**src/rtl/bootPkg.sv**
```systemverilog
package bootPkg;
  localparam logic [7:0] READ_CMD = 8'h03;

  typedef struct packed {
    logic       xferGo;
    logic       sendHdr;
    logic       appRegion;
    logic [1:0] hdrIdx;
    logic       csLow;
    logic       sigCapture;
    logic       cntClear;
    logic       emit;
  } bootCmdT;
endpackage

```
**src/rtl/bootData.sv**
```systemverilog
module bootData
  import bootPkg::*;
#(
  parameter logic [23:0] SIG_ADDR = 24'h600000,
  parameter logic [23:0] APP_ADDR = 24'h100000,
  parameter logic [31:0] SIG_WORD = 32'h5344422D,
  parameter int unsigned MAX_LEN  = 5 * 1024 * 1024,
  parameter int unsigned CNT_W    = $clog2(MAX_LEN + 1)
) (
  input  logic       clk,
  input  logic       rstN,
  input  bootCmdT    cmd,
  input  logic       spiMiso,
  output logic       spiSck,
  output logic       spiCsN,
  output logic       spiMosi,
  output logic [7:0] cfgData,
  output logic       cfgValid,
  output logic       xferDone,
  output logic       sigMatch,
  output logic       cntAtMax
);
  logic [7:0]       txShift, rxShift, hdrByte, txByte;
  logic [2:0]       bitCnt;
  logic             active;
  logic [31:0]      sigReg;
  logic [CNT_W-1:0] cnt;
  logic [23:0]      baseAddr;

  assign baseAddr = cmd.appRegion ? APP_ADDR : SIG_ADDR;

  always_comb begin
    unique case (cmd.hdrIdx)
      2'd0:    hdrByte = READ_CMD;
      2'd1:    hdrByte = baseAddr[23:16];
      2'd2:    hdrByte = baseAddr[15:8];
      default: hdrByte = baseAddr[7:0];
    endcase
    txByte = cmd.sendHdr ? hdrByte : 8'h00;
  end

  assign spiMosi  = txShift[7];
  assign sigMatch = (sigReg == SIG_WORD);
  assign cntAtMax = (cnt == CNT_W'(MAX_LEN));

  // byte shifter, two system clocks per SPI bit
  always_ff @(posedge clk) begin
    if (!rstN) begin
      active   <= 1'b0;
      spiSck   <= 1'b0;
      bitCnt   <= '0;
      txShift  <= '0;
      rxShift  <= '0;
      xferDone <= 1'b0;
      spiCsN   <= 1'b1;
    end else begin
      xferDone <= 1'b0;
      spiCsN   <= !cmd.csLow;
      if (cmd.xferGo) begin
        active  <= 1'b1;
        txShift <= txByte;
        bitCnt  <= '0;
        spiSck  <= 1'b0;
      end else if (active) begin
        if (!spiSck) begin
          spiSck  <= 1'b1;
          rxShift <= {rxShift[6:0], spiMiso};
        end else begin
          spiSck  <= 1'b0;
          txShift <= {txShift[6:0], 1'b0};
          bitCnt  <= bitCnt + 3'd1;
          if (bitCnt == 3'd7) begin
            active   <= 1'b0;
            xferDone <= 1'b1;
          end
        end
      end
    end
  end

  always_ff @(posedge clk) begin
    if (!rstN) begin
      sigReg   <= '0;
      cnt      <= '0;
      cfgData  <= '0;
      cfgValid <= 1'b0;
    end else begin
      cfgValid <= 1'b0;
      if (cmd.cntClear) begin
        sigReg <= '0;
        cnt    <= '0;
      end
      if (cmd.sigCapture) sigReg <= {sigReg[23:0], rxShift};
      if (cmd.emit) begin
        cfgData  <= rxShift;
        cfgValid <= 1'b1;
        cnt      <= cnt + CNT_W'(1);
      end
    end
  end

  a_r6_valid_one_cycle: assert property (@(posedge clk) disable iff (!rstN)
    cfgValid |=> !cfgValid);
  a_r3_sck_under_cs: assert property (@(posedge clk) disable iff (!rstN)
    spiSck |-> !spiCsN);
  a_r9_count_capped: assert property (@(posedge clk) disable iff (!rstN)
    cnt <= CNT_W'(MAX_LEN));
endmodule

```
**src/rtl/bootCtrl.sv**
```systemverilog
module bootCtrl
  import bootPkg::*;
#(
  parameter bit BOOT_ON_RESET = 1'b1
) (
  input  logic    clk,
  input  logic    rstN,
  input  logic    start,
  input  logic    cfgReady,
  input  logic    cfgDone,
  input  logic    xferDone,
  input  logic    sigMatch,
  input  logic    cntAtMax,
  output bootCmdT cmd,
  output logic    busy,
  output logic    done,
  output logic    error
);
  typedef enum logic [3:0] {
    IDLE, HDR_GO, HDR_WAIT, RD_GO, RD_WAIT, SIG_CHK, EMIT, NEXT, PAUSE
  } stateT;

  stateT      state;
  logic [1:0] idx;
  logic       appRegion;
  logic       bootPend;
  logic       launch;

  assign launch = (state == IDLE) && (start || bootPend);
  assign busy   = (state != IDLE);

  always_comb begin
    cmd            = '0;
    cmd.hdrIdx     = idx;
    cmd.appRegion  = appRegion;
    cmd.csLow      = !(state inside {IDLE, SIG_CHK});
    cmd.cntClear   = launch;
    cmd.xferGo     = (state == HDR_GO) || (state == RD_GO);
    cmd.sendHdr    = (state == HDR_GO);
    cmd.sigCapture = (state == RD_WAIT) && xferDone && !appRegion;
    cmd.emit       = (state == EMIT);
  end

  always_ff @(posedge clk) begin
    if (!rstN) begin
      state     <= IDLE;
      idx       <= '0;
      appRegion <= 1'b0;
      bootPend  <= BOOT_ON_RESET;
      done      <= 1'b0;
      error     <= 1'b0;
    end else begin
      unique case (state)
        IDLE: if (launch) begin
          bootPend  <= 1'b0;
          done      <= 1'b0;
          error     <= 1'b0;
          appRegion <= 1'b0;
          idx       <= '0;
          state     <= HDR_GO;
        end
        HDR_GO: state <= HDR_WAIT;
        HDR_WAIT: if (xferDone) begin
          idx   <= idx + 2'd1;
          state <= (idx == 2'd3) ? RD_GO : HDR_GO;
        end
        RD_GO: state <= RD_WAIT;
        RD_WAIT: if (xferDone) begin
          if (appRegion) state <= EMIT;
          else begin
            idx   <= idx + 2'd1;
            state <= (idx == 2'd3) ? SIG_CHK : RD_GO;
          end
        end
        SIG_CHK: if (sigMatch) begin
          appRegion <= 1'b1;
          state     <= HDR_GO;
        end else begin
          error <= 1'b1;
          state <= IDLE;
        end
        EMIT: state <= NEXT;
        NEXT: if (cfgDone) begin
          done  <= 1'b1;
          state <= IDLE;
        end else if (cntAtMax) begin
          error <= 1'b1;
          state <= IDLE;
        end else state <= PAUSE;
        PAUSE: if (cfgReady) state <= RD_GO;
        default: state <= IDLE;
      endcase
    end
  end

  a_r10_status_exclusive: assert property (@(posedge clk) disable iff (!rstN)
    !(done && error));
  a_r10_status_only_idle: assert property (@(posedge clk) disable iff (!rstN)
    (done || error) |-> !busy);
endmodule

```
**src/rtl/flashBootSeq.sv**
```systemverilog
module flashBootSeq
  import bootPkg::*;
#(
  parameter logic [23:0] SIG_ADDR      = 24'h600000,
  parameter logic [23:0] APP_ADDR      = 24'h100000,
  parameter logic [31:0] SIG_WORD      = 32'h5344422D,
  parameter int unsigned MAX_LEN       = 5 * 1024 * 1024,
  parameter bit          BOOT_ON_RESET = 1'b1
) (
  input  logic       clk,
  input  logic       rstN,
  input  logic       start,
  input  logic       spiMiso,
  output logic       spiSck,
  output logic       spiCsN,
  output logic       spiMosi,
  input  logic       cfgReady,
  input  logic       cfgDone,
  output logic [7:0] cfgData,
  output logic       cfgValid,
  output logic       busy,
  output logic       done,
  output logic       error
);
  localparam int unsigned CNT_W = $clog2(MAX_LEN + 1);

  bootCmdT cmd;
  logic    xferDone, sigMatch, cntAtMax;

  bootCtrl #(.BOOT_ON_RESET(BOOT_ON_RESET)) u_ctrl (
    .clk(clk), .rstN(rstN), .start(start), .cfgReady(cfgReady),
    .cfgDone(cfgDone), .xferDone(xferDone), .sigMatch(sigMatch),
    .cntAtMax(cntAtMax), .cmd(cmd), .busy(busy), .done(done), .error(error)
  );

  bootData #(
    .SIG_ADDR(SIG_ADDR), .APP_ADDR(APP_ADDR), .SIG_WORD(SIG_WORD),
    .MAX_LEN(MAX_LEN), .CNT_W(CNT_W)
  ) u_data (
    .clk(clk), .rstN(rstN), .cmd(cmd), .spiMiso(spiMiso),
    .spiSck(spiSck), .spiCsN(spiCsN), .spiMosi(spiMosi),
    .cfgData(cfgData), .cfgValid(cfgValid), .xferDone(xferDone),
    .sigMatch(sigMatch), .cntAtMax(cntAtMax)
  );

  a_r10_cs_high_after_idle: assert property (@(posedge clk) disable iff (!rstN)
    !busy |=> spiCsN);
  a_r6_valid_within_run: assert property (@(posedge clk) disable iff (!rstN)
    cfgValid |-> !spiCsN);
endmodule

```
**config.mk**
```make
export PLATFORM = sky130hd
export DESIGN_NAME = flashBootSeq
export DESIGN_NICKNAME = d
export VERILOG_FILES = /design/src/rtl/bootPkg.sv /design/src/rtl/bootData.sv /design/src/rtl/bootCtrl.sv /design/src/rtl/flashBootSeq.sv
export SDC_FILE = /design/constraint.sdc
export NUM_CORES = 1
export LEC_CHECK = 0
export ABC_AREA = 1
export BUFFER_PORTS_ARGS = -buffer_cell sky130_fd_sc_hd__buf_2
export CAP_MARGIN = 0
export CORE_ASPECT_RATIO = 0.7
export CORE_MARGIN = 8
export CORE_UTILIZATION = 49
export CTS_CLUSTER_SIZE = 40
export DETAILED_ROUTE_END_ITERATION = 6
export PLACE_DENSITY = 0.77
export SYNTH_ARGS = -nofsm -noshare
export SYNTH_HDL_FRONTEND = slang
export SYNTH_SLANG_ARGS = --single-unit
```
**constraint.sdc**
```tcl
create_clock -name clk -period 1.6 [get_ports clk]
set_input_delay 0.24 -clock clk [delete_from_list [all_inputs] [get_ports clk]]
set_output_delay 0.24 -clock clk [all_outputs]
set_load 0.1 [all_outputs]
```
==> results_dict.tcl <==
set metrics [dict create \
    p_total_mw 7.50 \
    drt_iter0_drc 604 \
    antenna_left 0 \
    r2r_start "u_data.cnt[1]" \
    fin_area_sq_um 5480 \
    antenna_found_initial 0 \
    ctsHtreeMaxLevel 3 \
    gp_routability_congestion 0.872 \
    slowest_stage "dfxtp_4" \
    cts_hold_buffers 0 \
    placed_cell_area_sq_um 4990 \
    cts_made_buffers 9 \
    rsz0062_at_grt "true" \
    use_met1 0.242 \
    cp_slowest_stage_delay_ns 0.36 \
    hold_end "u_data.rxShift[0]" \
    path_cells "nor2_4 -> inv_2 -> nor2_4 -> clkinvlp_4 -> buf_12" \
    synth_seq_cells 97 \
    dp.final_hpwl_um 7990 \
    cp_max_fo 3 \
    clk_latency_ns 0.35 \
    place_ws_ns -0.0208 \
    use_met2 0.267 \
    fmax_mhz 631 \
    synth.area.top_cells "dfxtp_1 (41%), nand2_1 (11%), nor2_1 (8.3%)" \
    ios 21 \
    via_per_inst 5.44 \
    finalWirelength_um 12000 \
    dp.cells 826 \
    synth_top_flop_cell "dfxtp_1" \
    min_period_ns 1.59 \
    die_h_um 97.8 \
    skew_ns 0.00568 \
    start_util 0.493 \
    grt_max_degree 33 \
    layout.nets 738 \
    first_pass_iters 5 \
    reg2reg_setup_slack_ns 0.06 \
    cts_root_buf "clkbuf_16" \
    crit_top_cell "nor2_4" \
    final_util 0.577 \
    timing.hold.ws_ns 0.171 \
    die_area_sq_um 13000 \
    hold_depth 3 \
    post_drt_wl_per_cell_um 14.0 \
    area_growth_pct 17.0 \
    reg2reg_depth 11 \
    cts_tree "done" \
    cts_buffer_depth 2 \
    vias 4663 \
    synth_nets 699 \
    outcome "finished, final reports clean" \
    synth_top_area_share 0.415 \
    setup_viol 0 \
    layout_setup_ws_ns 0.0142 \
    core_area_sq_um 9500 \
    post-route-period-util 0.991 \
    avgSynthCellArea_sq_um 6.83 \
    ir_worst_vdd_mv 0.772 \
    synthTopCellsByCount "nand2_1 (138), nor2_1 (104), dfxtp_1 (97)" \
    synth_cell_types 32 \
    path_clk_slew_ns 0.07 \
    cts.sinks 97 \
    r2r_end "u_data.cnt[20]" \
    worstPathArrival_ns 1.35 \
    setup.worst_path.class "register to output pin" \
    synth_area_sq_um 4680 \
    grt_pass1_vias 4177 \
    cap_viol_max_count 0 \
    grt_usage 0.176 \
    grt-ovfl-total 0 \
    drv_slew 0 \
    async_reset_ff_frac 0 \
    yosysMostFrequentCell "nand2_1" \
    drive_gt1_frac 0.154 \
    final_cell_count_no_fill 857 \
    drc 0 \
    met3_usage 0.0369 \
    synthCells 686 \
    n_fill_cell 843 \
    rows 30 \
    yosysWarnings 0 \
    worst_setup_path_end_kind "output pin" \
    hp-start "spiMiso" \
    grt_busiest_layer "met2" \
    antenna_cells 0 \
    holdCritPathClass "input port to register" \
    p_leak_nw 2.13 \
    worst_slew_pin_slew_ns 0.499 \
    powerDensity_nw_per_um2 1370 \
    portBuffers 20 \
    final.setup.tns_ns 0 \
    worstPathRequired_ns 1.36 \
    grt_pass1_wl_um 19200 \
    yosys.area.top_type "dfxtp_1" \
    startpoint_type "register" \
    slew_headroom 0.670 \
    synth_edf_count 0 \
    die_w_um 133 \
    synth_sequential_area_ratio 0.415 \
    finalHoldViolations 0 \
]
## worst max-delay path: cells and delay by family (launching register included)
kind / cells / cell delay [ns]
buffers and inverters: 3 / 0.38
and+or+nand+nor: 2 / 0.26
DFF: 1 / 0.36
## final cells by class
class | count | area (sq um) | share of cell area
inverter | 94 | 359 | 0.0655
tap | 128 | 160 | 0.0292
clock inverter | 6 | 67.6 | 0.0123
clock buffer | 9 | 225 | 0.0411
sequential | 97 | 1950 | 0.356
timing repair buffer | 53 | 393 | 0.0717
multi-input combinational | 470 | 2320 | 0.424
## what timing repair did
item                       in CTS  in global routing
cloned                          0                  3
resized for setup               3                 24
buffers inserted                3                 10
setup endpoints to repair       3                 63
pin swaps                       3                  7
## sequential cells by signal (all words and copies together), names as in the netlist, 2 cells and up
name,flops
u_data.sigReg,32
u_data.cnt,23
u_data.cfgData,8
u_data.rxShift,8
u_data.txShift,8
u_ctrl.state,4
u_data.bitCnt,3
u_ctrl.idx,2
## worst max-delay path by stage
stage | to | slack, ns | cells after the start | from
floorplan | u_ctrl.appRegion | -0.15 | 10 | u_ctrl.state[1]
global placement | u_data.cnt[20] | 0.09 | 11 | u_data.cnt[1]
detailed placement | u_data.cnt[20] | -0.02 | 11 | u_data.cnt[1]
CTS | u_data.cnt[13] | 0.01 | 10 | u_ctrl.state[3]
global route | u_data.cnt[20] | -0.06 | 11 | u_data.cnt[1]
finish | busy | 0.01 | 5 | u_ctrl.state[0]
## report_power, final
| group | switching (mW) | leakage (nW) | internal, mW | total [mW] |
|---|---|---|---|---|
| logic | 1.72 | 1.21 | 0.779 | 2.50 |
| clock network | 0.953 | 0.138 | 1.21 | 2.16 |
| registers | 0.197 | 0.788 | 2.64 | 2.84 |
## cells in the final DEF, fill, tap and decap left out, drive strengths merged
master / instances
nand4: 26
nand2: 143
bufinv: 1
o21bai: 1
a221oi: 1
or2: 2
clkinvlp: 3
a21oi: 51
a22oi: 2
nand3: 53
nor3: 9
clkinv: 1
ha: 7
o31ai: 2
o21ai: 41
xor2: 2
a31oi: 3
dfxtp: 97
inv: 95
clkbuf: 9
buf: 53
and3: 1
o22ai: 14
nor2: 112
## routing by layer
layer  routed length (um)  vias to the layer above
met5                    0                        -
met4                  207                        0
met3                  878                       22
met2                 5330                      193
met1                 5620                     2151
li1                     -                     2297
## kinds of logic after synthesis
kind of cell / Yosys count / share of synthesized area
DFF: 97 / 0.415
and+or+nand+nor: 345 / 0.321
AOI/OAI and AO/OA: 114 / 0.134
xor gates and xnor gates: 2 / 0.00374
adders and majority gates: 7 / 0.0187
buffers and inverters: 121 / 0.108
Note: power is estimated with default switching activity, not from simulation.
